==> src/rtl/wkagg_pkg.sv <==
package wkagg_pkg;
  typedef enum logic [1:0] {
    SEL_MASK = 2'd0,
    SEL_POL  = 2'd1,
    SEL_PEND = 2'd2,
    SEL_NONE = 2'd3
  } reg_sel_e;
endpackage

==> src/rtl/wkagg_sync.sv <==
module wkagg_sync #(
  parameter int WIDTH  = 8,
  parameter int STAGES = 2
) (
  input  logic             clk,
  input  logic             rst,
  input  logic [WIDTH-1:0] d_i,
  output logic [WIDTH-1:0] q_o
);
  for (genvar s = 0; s < STAGES; s++) begin : g_stage
    logic [WIDTH-1:0] r;
    if (s == 0) begin : g_first
      always_ff @(posedge clk) begin
        if (rst) r <= '0;
        else     r <= d_i;
      end
    end else begin : g_next
      always_ff @(posedge clk) begin
        if (rst) r <= '0;
        else     r <= g_stage[s-1].r;
      end
    end
  end
  assign q_o = g_stage[STAGES-1].r;
endmodule

==> src/rtl/wkagg_edge.sv <==
module wkagg_edge #(
  parameter int WIDTH = 8
) (
  input  logic             clk,
  input  logic             rst,
  input  logic [WIDTH-1:0] lvl_i,
  input  logic [WIDTH-1:0] rise_sel_i,
  output logic [WIDTH-1:0] pulse_o
);
  logic [WIDTH-1:0] prev_q;

  always_ff @(posedge clk) begin
    if (rst) prev_q <= '0;
    else     prev_q <= lvl_i;
  end

  assign pulse_o = (rise_sel_i & lvl_i & ~prev_q) | (~rise_sel_i & ~lvl_i & prev_q);

  // A pulse needs a level change seen over one clock
  assert_pulse_change_R2: assert property (@(posedge clk) disable iff (rst)
    ((pulse_o & ~(lvl_i ^ prev_q)) == '0));
endmodule

==> src/rtl/wkagg_pend.sv <==
module wkagg_pend #(
  parameter int WIDTH = 8
) (
  input  logic             clk,
  input  logic             rst,
  input  logic [WIDTH-1:0] set_i,
  input  logic             clr_en_i,
  input  logic [WIDTH-1:0] clr_bits_i,
  output logic [WIDTH-1:0] pend_o,
  output logic [WIDTH-1:0] pend_nxt_o
);
  logic [WIDTH-1:0] pend_q;
  logic [WIDTH-1:0] clr_eff;

  assign clr_eff    = clr_en_i ? clr_bits_i : '0;
  assign pend_nxt_o = (pend_q & ~clr_eff) | set_i;
  assign pend_o     = pend_q;

  always_ff @(posedge clk) begin
    if (rst) pend_q <= '0;
    else     pend_q <= pend_nxt_o;
  end

  assert_set_by_edge_R2: assert property (@(posedge clk) disable iff (rst)
    ((pend_q & ~$past(pend_q) & ~$past(set_i)) == '0));
  assert_edge_wins_R9: assert property (@(posedge clk) disable iff (rst)
    (($past(set_i) & ~pend_q) == '0));
  assert_w1c_R9: assert property (@(posedge clk) disable iff (rst)
    ((pend_q & $past(clr_eff & ~set_i)) == '0));
endmodule

==> src/rtl/wkagg_top.sv <==
module wkagg_top
  import wkagg_pkg::*;
#(
  parameter int NUM_LINES   = 8,
  parameter int SYNC_STAGES = 2
) (
  input  logic                 clk,
  input  logic                 rst,
  input  logic [NUM_LINES-1:0] wake_in,
  input  logic                 reg_wr,
  input  logic [1:0]           reg_sel,
  input  logic [NUM_LINES-1:0] reg_wdata,
  output logic [NUM_LINES-1:0] reg_rdata,
  output logic                 irq_out
);
  localparam logic [NUM_LINES-1:0] POL_RESET = {NUM_LINES{1'b1}};

  logic [NUM_LINES-1:0] sync_lvl;
  logic [NUM_LINES-1:0] edge_pulse;
  logic [NUM_LINES-1:0] pend;
  logic [NUM_LINES-1:0] pend_nxt;
  logic [NUM_LINES-1:0] mask_q;
  logic [NUM_LINES-1:0] pol_q;
  logic [NUM_LINES-1:0] rdata_q;
  logic                 irq_q;
  logic                 wr_pend;
  logic                 any_next;
  logic                 partial_clr;
  reg_sel_e             sel;

  assign sel     = reg_sel_e'(reg_sel);
  assign wr_pend = reg_wr && (sel == SEL_PEND);

  wkagg_sync #(.WIDTH(NUM_LINES), .STAGES(SYNC_STAGES)) u_sync (
    .clk(clk), .rst(rst), .d_i(wake_in), .q_o(sync_lvl));

  wkagg_edge #(.WIDTH(NUM_LINES)) u_edge (
    .clk(clk), .rst(rst), .lvl_i(sync_lvl), .rise_sel_i(pol_q), .pulse_o(edge_pulse));

  wkagg_pend #(.WIDTH(NUM_LINES)) u_pend (
    .clk(clk), .rst(rst), .set_i(edge_pulse), .clr_en_i(wr_pend),
    .clr_bits_i(reg_wdata), .pend_o(pend), .pend_nxt_o(pend_nxt));

  // Configuration registers
  always_ff @(posedge clk) begin
    if (rst) begin
      mask_q <= '0;
      pol_q  <= POL_RESET;
    end else if (reg_wr) begin
      if (sel == SEL_MASK) mask_q <= reg_wdata;
      if (sel == SEL_POL)  pol_q  <= reg_wdata;
    end
  end

  // Registered read port, free of side effects
  always_ff @(posedge clk) begin
    if (rst) rdata_q <= '0;
    else begin
      unique case (sel)
        SEL_MASK: rdata_q <= mask_q;
        SEL_POL:  rdata_q <= pol_q;
        SEL_PEND: rdata_q <= pend;
        default:  rdata_q <= '0;
      endcase
    end
  end

  // Combined request. A pending write leaves the mask unchanged, so
  // the mask value for the next state is the current one.
  assign any_next    = |(pend_nxt & (reg_wr && sel == SEL_MASK ? reg_wdata : mask_q));
  assign partial_clr = wr_pend && (|(reg_wdata & pend & ~edge_pulse)) && any_next;

  always_ff @(posedge clk) begin
    if (rst) irq_q <= 1'b0;
    else     irq_q <= any_next && !partial_clr;
  end

  assign irq_out   = irq_q;
  assign reg_rdata = rdata_q;

  assert_reset_state_R1: assert property (@(posedge clk)
    $past(rst) |-> (!irq_q && pend == '0));
  assert_req_source_R5: assert property (@(posedge clk) disable iff (rst)
    irq_q |-> (|(pend & mask_q)));
  assert_partial_drop_R6: assert property (@(posedge clk) disable iff (rst)
    (wr_pend && (|(reg_wdata & pend & ~edge_pulse)) && (|(((pend & ~reg_wdata) | edge_pulse) & mask_q)))
      |=> !irq_q);
  assert_full_clear_R7: assert property (@(posedge clk) disable iff (rst)
    (wr_pend && ((((pend & ~reg_wdata) | edge_pulse) & mask_q) == '0)) |=> !irq_q);
  assert_reassert_R6: assert property (@(posedge clk) disable iff (rst)
    ($fell(irq_q) && (|(pend & mask_q)) && !reg_wr) |=> irq_q);
endmodule

==> config.mk <==
export PLATFORM = sky130hd
export DESIGN_NAME = wkagg_top
export DESIGN_NICKNAME = d
export VERILOG_FILES = /design/src/rtl/wkagg_pkg.sv /design/src/rtl/wkagg_sync.sv /design/src/rtl/wkagg_edge.sv /design/src/rtl/wkagg_pend.sv /design/src/rtl/wkagg_top.sv
export SDC_FILE = /design/constraint.sdc
export NUM_CORES = 1
export LEC_CHECK = 0
export ABC_AREA = 1
export BUFFER_PORTS_ARGS = -buffer_cell sky130_fd_sc_hd__buf_4
export CORE_ASPECT_RATIO = 1.1
export CORE_UTILIZATION = 45
export DETAILED_ROUTE_END_ITERATION = 6
export HOLD_SLACK_MARGIN = 0.03
export SYNTH_ARGS = -nofsm -noshare
export SYNTH_HDL_FRONTEND = slang
export SYNTH_HIERARCHICAL = 1
export SYNTH_SLANG_ARGS = --single-unit
==> constraint.sdc <==
create_clock -name clk -period 1.6 [get_ports clk]
set_input_delay 0.24 -clock clk [delete_from_list [all_inputs] [get_ports clk]]
set_output_delay 0.24 -clock clk [all_outputs]
set_load 0.02 [all_outputs]
# [After elaboration in Yosys (flattened, before gate mapping)]
# Index checks and enable logic that the tools add are counted.
[word_totals] input_bits=21 out_inout_bits=9 regBits=57 elab_cells=39
[classes] n_reduce_logical=11 bitwise=15 eq_ne=2 n_mux=3
[op_table] cell="$and 8x8->8" n=8
[op_table] cell="$not 8->8" n=5
[op_table] cell="$pmux 8 s3" n=1
[op_table] cell="$mux 8" n=2
[op_table] cell="$or 8x8->8" n=2
[op_table] cell="$reduce_or 8->1" n=2
[op_table] cell="$logic_and 1x1->1" n=5
[op_table] cell="$reduce_and 2->1" n=2
[op_table] cell="$eq 2x1->1 const B" n=1
[op_table] cell="$eq 2x2->1 const B" n=1
[op_table] cell="$logic_not 2->1" n=1
[op_table] cell="$logic_not 1->1" n=1

# [Longest topological paths before layout]
# Gate-level depths: netlist of run 1.
[logic_depth] depth_word=11 depth_mapped=11 mapped_depth_nobuf=11

# [By module]
# The synthesis of run 1 kept the hierarchy.
[modules_own_cells] mod="wkagg_top" seq_area_each_um2=500.5 area_each_um2=1244.9 cells_each=187 instances=1
[modules_own_cells] mod="wkagg_sync" seq_area_each_um2=320.3 area_each_um2=474.2 cells_each=50 instances=1
[modules_own_cells] mod="wkagg_edge" seq_area_each_um2=160.2 area_each_um2=391.6 cells_each=65 instances=1
[modules_own_cells] mod="wkagg_pend" seq_area_each_um2=160.2 area_each_um2=329.1 cells_each=50 instances=1

# [Worst setup path after synthesis of run 1]
# No wires, ideal clock.
[synth_timing] path_kind="input to register" from="input reg_wr" to="register irq_q (netlist: irq_out)" arrival_ps=1220 slack_ps=263 cell_stages=11 t_required_ps=1483 setup_ps=117 path_buffers=2 path_cell_list="clkbuf_8 -> inv_1 -> nor3_1 -> buf_2 -> nand2_1 -> nand2_1 -> nand2_1 -> nand3_1 -> nand2_1 -> nor2_1 -> a21oi_1"
[synth_between] elab_chain_cells=10 elab_cells_between_ends=13 cone_classes="2 x mux; 4 x bitwise; 7 x reduce/logical"
[synth_rtl] element="from (decl)" line="wkagg_top.sv:10" rtl="input logic reg_wr,"
[synth_rtl] element="$logic_and 1x1->1 *" line="wkagg_top.sv:32" rtl="assign wr_pend = reg_wr && (sel == SEL_PEND);"
[synth_rtl] element="net wr_pend" line="wkagg_top.sv:26" rtl="logic wr_pend;"
[synth_rtl] element="$mux 8 *" line="wkagg_pend.sv:15" rtl="assign clr_eff = clr_en_i ? clr_bits_i : '0;"
[synth_rtl] element="$not 8->8 *" line="wkagg_pend.sv:16" rtl="assign pend_nxt_o = (pend_q & ~clr_eff) | set_i;"
[synth_rtl] element="$and 8x8->8 *" line="wkagg_pend.sv:16"
[synth_rtl] element="$or 8x8->8 *" line="wkagg_pend.sv:16"
[synth_rtl] element="net pend_nxt[6]" line="wkagg_top.sv:21" rtl="logic [NUM_LINES-1:0] pend_nxt;"
[synth_rtl] element="$and 8x8->8 *" line="wkagg_top.sv:70" rtl="assign any_next = |(pend_nxt & (reg_wr && sel == SEL_MASK ? reg_wdata : mask_q));"
[synth_rtl] element="$reduce_or 8->1 *" line="wkagg_top.sv:70"
[synth_rtl] element="$logic_and 1x1->1" line="wkagg_top.sv:71" rtl="assign partial_clr = wr_pend && (|(reg_wdata & pend & ~edge_pulse)) && any_next;"
[synth_rtl] element="$logic_not 1->1" line="wkagg_top.sv:75" rtl="else irq_q <= any_next && !partial_clr;"
[synth_rtl] element="$logic_and 1x1->1 *" line="wkagg_top.sv:75"
[synth_rtl] element="to (signal assigned)" line="wkagg_top.sv:75"
[synth_rtl] element="to (decl)" line="wkagg_top.sv:25" rtl="logic irq_q;"
# Mark *: on every way through the listed nets, which the timed path passes. The rest lies on a longest branch.
# A chain may end at the register's enable or synchronous reset.

# [Final worst setup path of run 1]
[layout_timing] from="register pol_q[1]" to="register irq_q (netlist: irq_out)"
[layout_between] elab_chain_cells=11 elab_cells_between_ends=16 cone_classes="10 x bitwise; 6 x reduce/logical"
[layout_rtl] element="from (decl)" line="wkagg_top.sv:23" rtl="logic [NUM_LINES-1:0] pol_q;"
[layout_rtl] element="from (signal assigned)" line="wkagg_top.sv:51" rtl="if (sel == SEL_POL) pol_q <= reg_wdata;"
[layout_rtl] element="$not 8->8" line="wkagg_edge.sv:17" rtl="assign pulse_o = (rise_sel_i & lvl_i & ~prev_q) | (~rise_sel_i & ~lvl_i & prev_q);"
[layout_rtl] element="$and 8x8->8 (2 in series)" line="wkagg_edge.sv:17"
[layout_rtl] element="$or 8x8->8 *" line="wkagg_edge.sv:17"
[layout_rtl] element="net edge_pulse[1]" line="wkagg_top.sv:19" rtl="logic [NUM_LINES-1:0] edge_pulse;"
[layout_rtl] element="$not 8->8" line="wkagg_top.sv:71"
[layout_rtl] element="$and 8x8->8" line="wkagg_top.sv:71"
[layout_rtl] element="$reduce_or 8->1" line="wkagg_top.sv:71"
[layout_rtl] element="$logic_and 1x1->1 (2 in series)" line="wkagg_top.sv:71"
[layout_rtl] element="$logic_not 1->1" line="wkagg_top.sv:75"
[layout_rtl] element="$logic_and 1x1->1 *" line="wkagg_top.sv:75"
# Marks and branches as above.

==> results of run 1 <==
## worst reg2reg max path: stages (launching register included)
cell	delay [ns]
sky130_fd_sc_hd__dfxtp_1	0.33
sky130_fd_sc_hd__nor2_1	0.11
sky130_fd_sc_hd__nand2_1	0.05
sky130_fd_sc_hd__nand2_1	0.09
sky130_fd_sc_hd__inv_1	0.05
sky130_fd_sc_hd__nand3_1	0.06
sky130_fd_sc_hd__nand2_1	0.07
sky130_fd_sc_hd__nor2_1	0.10
sky130_fd_sc_hd__nand2_1	0.06
sky130_fd_sc_hd__nand2_1	0.05
sky130_fd_sc_hd__nand2_1	0.05
sky130_fd_sc_hd__a21oi_1	0.11
## registers in the layout (all words and copies together), names as in the netlist
register and count:
irq_out 1, mask_q 8, pol_q 8, reg_rdata 8
u_edge/prev_q 8, u_pend/pend_o 8, u_sync/g_stage.r 8, u_sync/q_o 8
## per-stage QoR
step,cells,hold slack (ns),setup WS [ns],total power [mW],utilization (%)
after CTS,465,0.0913,0.417,3.08,56.3
after global placement,449,0.389,0.140,1.89,52.9
final,465,0.103,0.424,3.05,56.3
after global routing,465,0.102,0.200,3.22,56.3
after floorplan,352,0.347,0.263,1.78,-
after detailed placement,449,0.394,0.118,1.89,52.9
## cell type report
cell class / instances / area (sq um)
timing repair buffer: 35 / 263
fill: 499 / 2230
inverter: 65 / 244
tap: 72 / 90.1
multi-input combinational: 220 / 962
sequential: 57 / 1140
clock buffer: 13 / 159
clock inverter: 3 / 15.0
## metal layers
metal / share of wire, % / track usage [%] / vias to the layer above
li1: - / - / 1119
met1: 49 / 24.8 / 849
met2: 44 / 29.3 / 51
met3: 5.2 / 6.35 / 12
met4: 2.2 / 9.41 / 0
met5: 0 / 0 / -
## worst paths after layout
| kind | to | cells after the start | from | slack [ns] |
|---|---|---|---|---|
| worst max-delay path | irq_out$_SDFF_PP0_ | 11 | pol_q[1]$_SDFFE_PP1P_ | 0.42 |
| worst min-delay path | u_sync/g_stage[0].r[6]$_SDFF_PP0_ | 3 | wake_in[6] | 0.10 |
| worst max register to register | irq_out$_SDFF_PP0_ | 11 | pol_q[1]$_SDFFE_PP1P_ | 0.42 |
| worst min register to register | u_sync/q_o[2]$_SDFF_PP0_ | 2 | u_sync/g_stage[0].r[2]$_SDFF_PP0_ | 0.40 |
## synth_stat cells
library cell,n
sky130_fd_sc_hd__a21oi_1,9
sky130_fd_sc_hd__buf_1,1
sky130_fd_sc_hd__buf_2,3
sky130_fd_sc_hd__buf_6,4
sky130_fd_sc_hd__buf_8,1
sky130_fd_sc_hd__clkbuf_8,1
sky130_fd_sc_hd__clkinv_1,1
sky130_fd_sc_hd__dfxtp_1,57
sky130_fd_sc_hd__inv_1,64
sky130_fd_sc_hd__nand2_1,114
sky130_fd_sc_hd__nand2_4,1
sky130_fd_sc_hd__nand3_1,33
sky130_fd_sc_hd__nand3b_1,11
sky130_fd_sc_hd__nor2_1,43
sky130_fd_sc_hd__nor2_2,3
sky130_fd_sc_hd__nor2_4,2
sky130_fd_sc_hd__nor3_1,1
sky130_fd_sc_hd__o211ai_1,3
## cell families after synthesis
| logic type | Yosys count |
|---|---|
| AOI/OAI and AO/OA | 12 |
| and+or+nand+nor | 208 |
| DFF | 57 |
| buffers and inverters | 75 |
## power by group through the flow
stage	logic, mW	registers [mW]	clock network [mW]
final	0.327	1.53	1.19
after global routing	0.375	1.54	1.30
after CTS	0.330	1.53	1.21
after detailed placement	0.329	1.56	0
after global placement	0.329	1.56	0
after floorplan	0.207	1.57	0
==> results.toml, run 1 <==
[synthesis]
post_synth_instance_area_sq_um = 2440
yosysTopAreaCell = "sky130_fd_sc_hd__dfxtp_1"
synth_top_cell_area_share_pct = 46.8
post_synthesis_area_per_instance_sq_um = 6.93
post_synthesis_share_of_cell_area_spent_on_xor_and_xnor_gates_pct = 0
synth_compound_area_share_pct = 2.77
combinational_family_with_the_most_area_after_synthesis = "simple AND/OR/NAND/NOR gates"
synth_mux_area_share_pct = 0
synth-seq-cells = 57
synth.yosys.seq_area_share_pct = 46.8
synth_area_leaders = "sky130_fd_sc_hd__dfxtp_1 47%, sky130_fd_sc_hd__nand2_1 18%, sky130_fd_sc_hd__inv_1 9.8%"
synth_cells = 352
number_of_synthesis_warnings = 6
synth-adder-area-share_pct = 0
synthesis.nets = 373
synth_simple_gate_area_share_pct = 36.7
synthDistinctLibCells = 18

[power_and_ir_drop]
share_clk_of_total_power_pct = 39.0
power.sequential.fraction_pct = 50.3
power.internal_mw = 2.27
power.density_nw_per_um2 = 1060
swShare_pct = 25.6
reported_leakage_power_nw = 1.49
netSwitchingPower_mw = 0.779
vdd_drop_max_mv = 0.625
power.combinational.fraction_pct = 10.7

[floorplanning]
design.die.area_sq_um = 5720
core_area_sq_um = 5100
die_y_um = 79.2
width_of_the_die_um = 72.2
initial_core_util_pct = 47.8
top_level_ports = 30
std_cell_rows = 27

[clocking]
worst_skew_pair.late_latency_ns = 0.34
clock_tree.root_cell = "sky130_fd_sc_hd__clkbuf_8"
cts_sinks = 57
tritoncts.num_buffers = 9
post_cts.resized_instances = 0
clk_path_buf_depth = 2
cts_tree = "yes"
post_cts_buffers = 0
postCtsHoldBufs = 0
clkSlewWorstSetupHoldPaths_ns = 0.06
clock_tree.htree_level_count = 3

[critical_path]
most_frequent_cell_on_critical_path = "sky130_fd_sc_hd__nand2_1"
critical_path.n_buffers_inverters = 1
timing.setup.critical_path_class = "reg2reg"
setup.worst_path.start_class = "flip-flop"
setup.worst_path.end_class = "flip-flop"
crit_arrival_ns = 1.44
cpLargestDelayFamily = "simple AND/OR/NAND/NOR gates"
cp_data_required_time_ns = 1.87
critical_path.cell_chain = "nor2_1 -> nand2_1 -> nand2_1 -> inv_1 -> nand3_1 -> nand2_1 -> nor2_1 -> nand2_1 -> nand2_1 -> nand2_1 -> a21oi_1"
critical-path-slowest-cell = "sky130_fd_sc_hd__dfxtp_1"
crit_path_max_fanout = 4
slowest_delay_ns = 0.33

[cells_and_area]
num-nets-final = 409
antenna_cells_inserted = 0
layout-drive-gt1-share_pct = 14.0
syn2layout_area_growth_pct = 17.8
commonest_cells_after_routing_fill_and_taps_aside = "114 x sky130_fd_sc_hd__nand2_1, 64 x sky130_fd_sc_hd__inv_1, 57 x sky130_fd_sc_hd__dfxtp_1"
final_common_cell = "sky130_fd_sc_hd__nand2_1"
final_design_area_no_fill_sq_um = 2870

[status]
run_status = "finished clean"

[sta]
max_freq_mhz = 850
report.final.slew_viol_count = 0
setup_tns_ns = 0
fin_crit_ns = 1.18
final.setup_skew_ns = 0.0105
finalSetupViolations = 0
rsz_0062_raised_after_global_routing = "false"
slew-limit-headroom_pct = 78.3
final-hold-violation-count = 0
tightestPinTransition_ns = 0.325
timing.final.crit_share_pct = 73.5

[routing]
drc_errors = 0
detail_route.first_pass.iterations = 4
wire_per_inst_um = 9.97
antenna_left = 0
finalWirelength_mm = 4.64
drt-vias-per-instance = 4.37
initialDrtViolationCount = 144
vias_after_detailed_routing = 2031

[global_route]
grt_pass1_vias = 1798
grt_antenna_before_repair = 0
global_route.overflow_total = 0
grt_pass1_wl_mm = 8.27
grtUsageTotal_pct = 19.4
maximum_number_of_pins_on_one_net_before_global_route_repair = 30

[job]
cap_violations = 0

[placed_design]
numPortBuffers = 29
finalWeightedCongestion = 0.783
placed_area_sq_um = 2700
dpl.hpwl_mm = 3.34

[worst_hold_path]
hold_class = "in2reg"
No activity file was read; power rests on OpenSTA's default activity.
==> run 2: changes to the inputs <==
- clock period: 1.6 -> 1.15 ns (I/O delays scaled with it)
==> results.toml, run 2 (synthesis results as in run 1) <==
[sta]
report.final.slew_viol_count = 0
final-hold-violation-count = 0
max_freq_mhz = 853
final.setup.worst_slack_ns = -0.0226
finalHoldWorstSlack_ns = 0.0456
finalSetupViolations = 1
rsz_0062_raised_after_global_routing = "true"
timing.final.crit_share_pct = 102
final.setup_skew_ns = 0.00667
fin_crit_ns = 1.17
tightestPinTransition_ns = 0.439
slew-limit-headroom_pct = 70.7

[critical_path]
slowest_delay_ns = 0.33
crit_arrival_ns = 1.43
rr_endpoint = "irq_out$_SDFF_PP0_"
timing.reg2reg.setup_slack_ns = -0.02
timing.setup.critical_path_class = "reg2reg"
reg2regPathDepth = 10
crit_path_end = "irq_out$_SDFF_PP0_"
setup.worst_path.end_class = "flip-flop"
crit_path_max_fanout = 3
setup.worst_path.start_class = "flip-flop"
timing.rr.start = "u_sync/q_o[3]$_SDFF_PP0_"
critical-path-slowest-cell = "sky130_fd_sc_hd__dfxtp_2"
cp_data_required_time_ns = 1.41
cp-startpoint = "u_sync/q_o[3]$_SDFF_PP0_"
most_frequent_cell_on_critical_path = "sky130_fd_sc_hd__nand2_1"
critical_path.cell_chain = "nor2_1 -> nand2_1 -> nand2_2 -> nand3b_1 -> nand2_1 -> nor2_1 -> nand2_1 -> nand2_1 -> nand2_2 -> a21oi_2"

[job]
cap_violations = 0

[routing]
vias_after_detailed_routing = 2171
wire_per_inst_um = 11.2
detail_route.first_pass.iterations = 4
antenna_left = 0
drt-vias-per-instance = 4.48
initialDrtViolationCount = 74
drc_errors = 0
finalWirelength_mm = 5.45

[clocking]
clock_tree.htree_level_count = 3
worst_skew_pair.late_latency_ns = 0.33
cts_sinks = 57
clkSlewWorstSetupHoldPaths_ns = 0.06
tritoncts.num_buffers = 9
clock_tree.root_cell = "sky130_fd_sc_hd__clkbuf_8"
clk_path_buf_depth = 2
cts_tree = "yes"

[power_and_ir_drop]
reported_leakage_power_nw = 1.59
vdd_drop_max_mv = 1.20
power.density_nw_per_um2 = 1400

[cells_and_area]
antenna_cells_inserted = 0
commonest_cells_after_routing_fill_and_taps_aside = "110 x sky130_fd_sc_hd__nand2_1, 63 x sky130_fd_sc_hd__inv_1, 54 x sky130_fd_sc_hd__buf_4"
fillers = 496
syn2layout_area_growth_pct = 26.3
layout-drive-gt1-share_pct = 22.0
num-nets-final = 429
final_common_cell = "sky130_fd_sc_hd__nand2_1"
instances_no_fill = 485

[status]
run_status = "complete, but fails checks"
violations = "setup timing"

[floorplanning]
initial_core_util_pct = 47.8
width_of_the_die_um = 72.2
design.die.area_sq_um = 5720
die_y_um = 79.2
top_level_ports = 30
std_cell_rows = 27
core_area_sq_um = 5100

[placed_design]
finalWeightedCongestion = 0.789
pre_cts_slack_ns = -0.235
placed_cells = 469
dpl.hpwl_mm = 3.83
numPortBuffers = 29

[global_route]
grt_antenna_before_repair = 0
grtUsageTotal_pct = 22.0
global_route.overflow_total = 0
maximum_number_of_pins_on_one_net_before_global_route_repair = 22
grt_pass1_vias = 2081
grt_pass1_wl_mm = 9.37

[worst_hold_path]
hold_class = "in2reg"
==> run 2: worst min-delay path by stage <==
stage                                        endpoint  depth (start not counted)  slack [ns]        from
global route        u_sync/g_stage[0].r[3]$_SDFF_PP0_                          3        0.03  wake_in[3]
global placement    u_sync/g_stage[0].r[6]$_SDFF_PP0_                          3        0.37  wake_in[6]
floorplan           u_sync/g_stage[0].r[0]$_SDFF_PP0_                          2        0.28  wake_in[0]
CTS                 u_sync/g_stage[0].r[3]$_SDFF_PP0_                          3        0.03  wake_in[3]
finish              u_sync/g_stage[0].r[3]$_SDFF_PP0_                          3        0.05  wake_in[3]
detailed placement  u_sync/g_stage[0].r[6]$_SDFF_PP0_                          3        0.38  wake_in[6]
==> run 2: stage by stage <==
stage | utilization (%) | instance area (sq um) | setup TNS (ns) | power [mW]
after floorplan | - | 2480 | -0.0269 | 2.49
after global placement | 56.5 | 2880 | -2.06 | 2.70
after global routing | 60.4 | 3080 | -0.221 | 4.54
after CTS | 60.1 | 3060 | -0.0271 | 4.37
final | 60.4 | 3080 | -0.0226 | 4.32
after detailed placement | 56.5 | 2880 | -2.70 | 2.71
==> run 2: where the power goes <==
group	internal (mW)	total [mW]	leakage [nW]	switching [mW]
sequential	2.08	2.13	0.468	0.0559
clock	0.890	1.64	0.0932	0.754
combinational	0.242	0.540	1.03	0.298
==> run 2: timing repair <==
action,4_1_cts,5_1_grt
hold buffers,0,0
resized for setup,5,9
setup endpoints to repair,1,3
setup buffers,0,0
pin swaps,1,6
==> run 2: worst max-delay path, delay by kind of cell (launching register included) <==
family | cells | cell delay [ns]
AND/OR/NAND/NOR | 9 | 0.67
flip-flops | 1 | 0.33
AO/OA/AOI/OAI | 1 | 0.11
==> run 2: per-layer routing <==
metal | track usage, % | vias up | part of all wire [%]
li1 | - | 1163 | -
met1 | 27.4 | 962 | 49
met2 | 36.2 | 40 | 46
met3 | 4.19 | 6 | 4.5
met4 | 10.6 | 0 | 1.3
met5 | 0 | - | 0
==> run 2: layout make-up <==
cell class              count  area, sq um  share of cell area (%)
flip-flops and latches     57         1150                    37.4
multi-input cells         220          990                    32.1
clock inverters             3         15.0                   0.487
repair buffers             55          425                    13.8
inverters                  65          251                    8.16
well taps                  72         90.1                    2.92
clock buffers              13          159                    5.16
==> run 3: changes to the inputs <==
- CORE_UTILIZATION: 45 -> 57
- PLACE_DENSITY: not set -> 0.78
==> results.toml, run 3 (synthesis results as in run 1) <==
[job]
cap_violations = 0

[sta]
final.setup.worst_slack_ns = -0.0554
finalHoldWorstSlack_ns = 0.0377
fin_crit_ns = 1.21
timing.final.crit_share_pct = 105
slew-limit-headroom_pct = 58.0
rsz_0062_raised_after_global_routing = "true"
final-hold-violation-count = 0
tightestPinTransition_ns = 0.628
report.final.slew_viol_count = 0
final.setup_skew_ns = 0.00805
max_freq_mhz = 830
finalSetupViolations = 1

[worst_hold_path]
holdCritStartpoint = "wake_in[4]"
hold-path-endpoint = "u_sync/g_stage[0].r[4]$_SDFF_PP0_"
worst_hold_path.num_cells = 3
hold_class = "in2reg"

[critical_path]
timing.reg2reg.setup_slack_ns = -0.06
cp_data_required_time_ns = 1.43
reg2regPathDepth = 10
rr_endpoint = "irq_out$_SDFF_PP0_"
timing.setup.critical_path_class = "reg2reg"
setup.worst_path.start_class = "flip-flop"
crit_path_max_fanout = 3
timing.rr.start = "u_sync/q_o[3]$_SDFF_PP0_"
setup.worst_path.end_class = "flip-flop"
crit_arrival_ns = 1.48

[cells_and_area]
syn2layout_area_growth_pct = 29.7
final_common_cell = "sky130_fd_sc_hd__nand2_1"
instances_no_fill = 473
num-nets-final = 438
layout-drive-gt1-share_pct = 23.5
fillers = 315
commonest_cells_after_routing_fill_and_taps_aside = "112 x sky130_fd_sc_hd__nand2_1, 63 x sky130_fd_sc_hd__inv_1, 61 x sky130_fd_sc_hd__buf_4"
final_design_area_no_fill_sq_um = 3160
antenna_cells_inserted = 0

[power_and_ir_drop]
power.density_nw_per_um2 = 1430
power_after_layout_mw = 4.53
vdd_drop_max_mv = 1.01
reported_leakage_power_nw = 1.64

[routing]
drt-vias-per-instance = 4.83
detail_route.first_pass.iterations = 5
antenna_left = 0
wire_per_inst_um = 11.8
initialDrtViolationCount = 159
drc_errors = 0
finalWirelength_mm = 5.57
vias_after_detailed_routing = 2286

[global_route]
grt_pass1_wl_mm = 9.45
grt_antenna_before_repair = 0
global_route.overflow_total = 0
maximum_number_of_pins_on_one_net_before_global_route_repair = 24
grtUsageTotal_pct = 27.6
grt_pass1_vias = 2247

[clocking]
clk_path_buf_depth = 2
tritoncts.num_buffers = 9
worst_skew_pair.late_latency_ns = 0.34
clkSlewWorstSetupHoldPaths_ns = 0.06
clock_tree.htree_level_count = 3
clock_tree.root_cell = "sky130_fd_sc_hd__clkbuf_8"
cts_sinks = 57
cts_tree = "yes"

[floorplanning]
std_cell_rows = 24
width_of_the_die_um = 64.4
initial_core_util_pct = 60.6
core_area_sq_um = 4020
top_level_ports = 30
design.die.area_sq_um = 4550
die_y_um = 70.6

[placed_design]
dpl.hpwl_mm = 3.68
placed_cells = 456
numPortBuffers = 29
finalWeightedCongestion = 0.841
pre_cts_slack_ns = -0.204
placed_area_sq_um = 2920

[status]
violations = "setup timing"
run_status = "complete, but fails checks"
run 3: changes by cell type in the layout (fill, tap and decap cells not counted), sizes merged:
cell / delta
buf: +8
clkbuf: +1
clkinv: -3
clkinvlp: +1
dlygate4sd3: +1
run 3: metal layers:
layer  part of all wire [%]  global-route usage, %
met1                     42                   32.8
met2                     49                   45.0
met3                    6.8                   7.26
met4                    2.2                   15.8
met5                      0                      0
run 3: final cells by class:
class	instances	area, sq um	share of cell area (%)
Multi-Input combinational cell	220	990	31.3
Sequential cell	57	1150	36.3
Clock inverter	1	7.51	0.237
Inverter	65	251	7.95
Tap cell	52	65.1	2.06
Clock buffer	14	193	6.09
Timing Repair Buffer	64	508	16.1
run 3: power breakdown:
part / total (mW) / internal, mW / switching, mW
sequential: 2.13 / 2.08 / 0.0565
clock: 1.83 / 1.06 / 0.765
combinational: 0.566 / 0.260 / 0.306
run 3: how the worst max path moves through the flow:
stage                                  start                 endpoint  slack, ns
finish              u_sync/q_o[3]$_SDFF_PP0_       irq_out$_SDFF_PP0_      -0.06
global route        u_sync/q_o[2]$_SDFF_PP0_       irq_out$_SDFF_PP0_      -0.21
CTS                    pol_q[3]$_SDFFE_PP1P_       irq_out$_SDFF_PP0_      -0.04
detailed placement                reg_sel[1]  reg_rdata[7]$_SDFF_PP0_      -0.20
global placement                  reg_sel[1]       irq_out$_SDFF_PP0_      -0.16
floorplan                             reg_wr       irq_out$_SDFF_PP0_      -0.03
run 3: critical path, stage by stage (launching register included):
cell and delay [ns]:
sky130_fd_sc_hd__dfxtp_2 0.34, sky130_fd_sc_hd__nor2_2 0.09, sky130_fd_sc_hd__nand2_1 0.06, sky130_fd_sc_hd__nand2_1 0.09, sky130_fd_sc_hd__nand3b_1 0.13, sky130_fd_sc_hd__nand2_1 0.06
sky130_fd_sc_hd__nor2_1 0.11, sky130_fd_sc_hd__nand2_1 0.06, sky130_fd_sc_hd__nand2_1 0.05, sky130_fd_sc_hd__nand2_1 0.06, sky130_fd_sc_hd__a21oi_2 0.11
run 3: timing repair:
action | CTS | global route
hold endpoints to repair | 1 | 0
hold buffers | 1 | 0
pin swaps | 1 | 6
gates resized for setup | 5 | 8
endpoints found under the setup margin | 1 | 1
buffers inserted | 1 | 0
run 3: metrics by stage:
| stage | setup TNS, ns | util [%] |
|---|---|---|
| 5_1_grt | -0.209 | 78.6 |
| 3_5_place_dp | -2.36 | 72.6 |
| 3_3_place_gp | -1.66 | 72.6 |
| 2_1_floorplan | -0.0269 | - |
| 4_1_cts | -0.0352 | 78.2 |
| 6_report | -0.0554 | 78.6 |
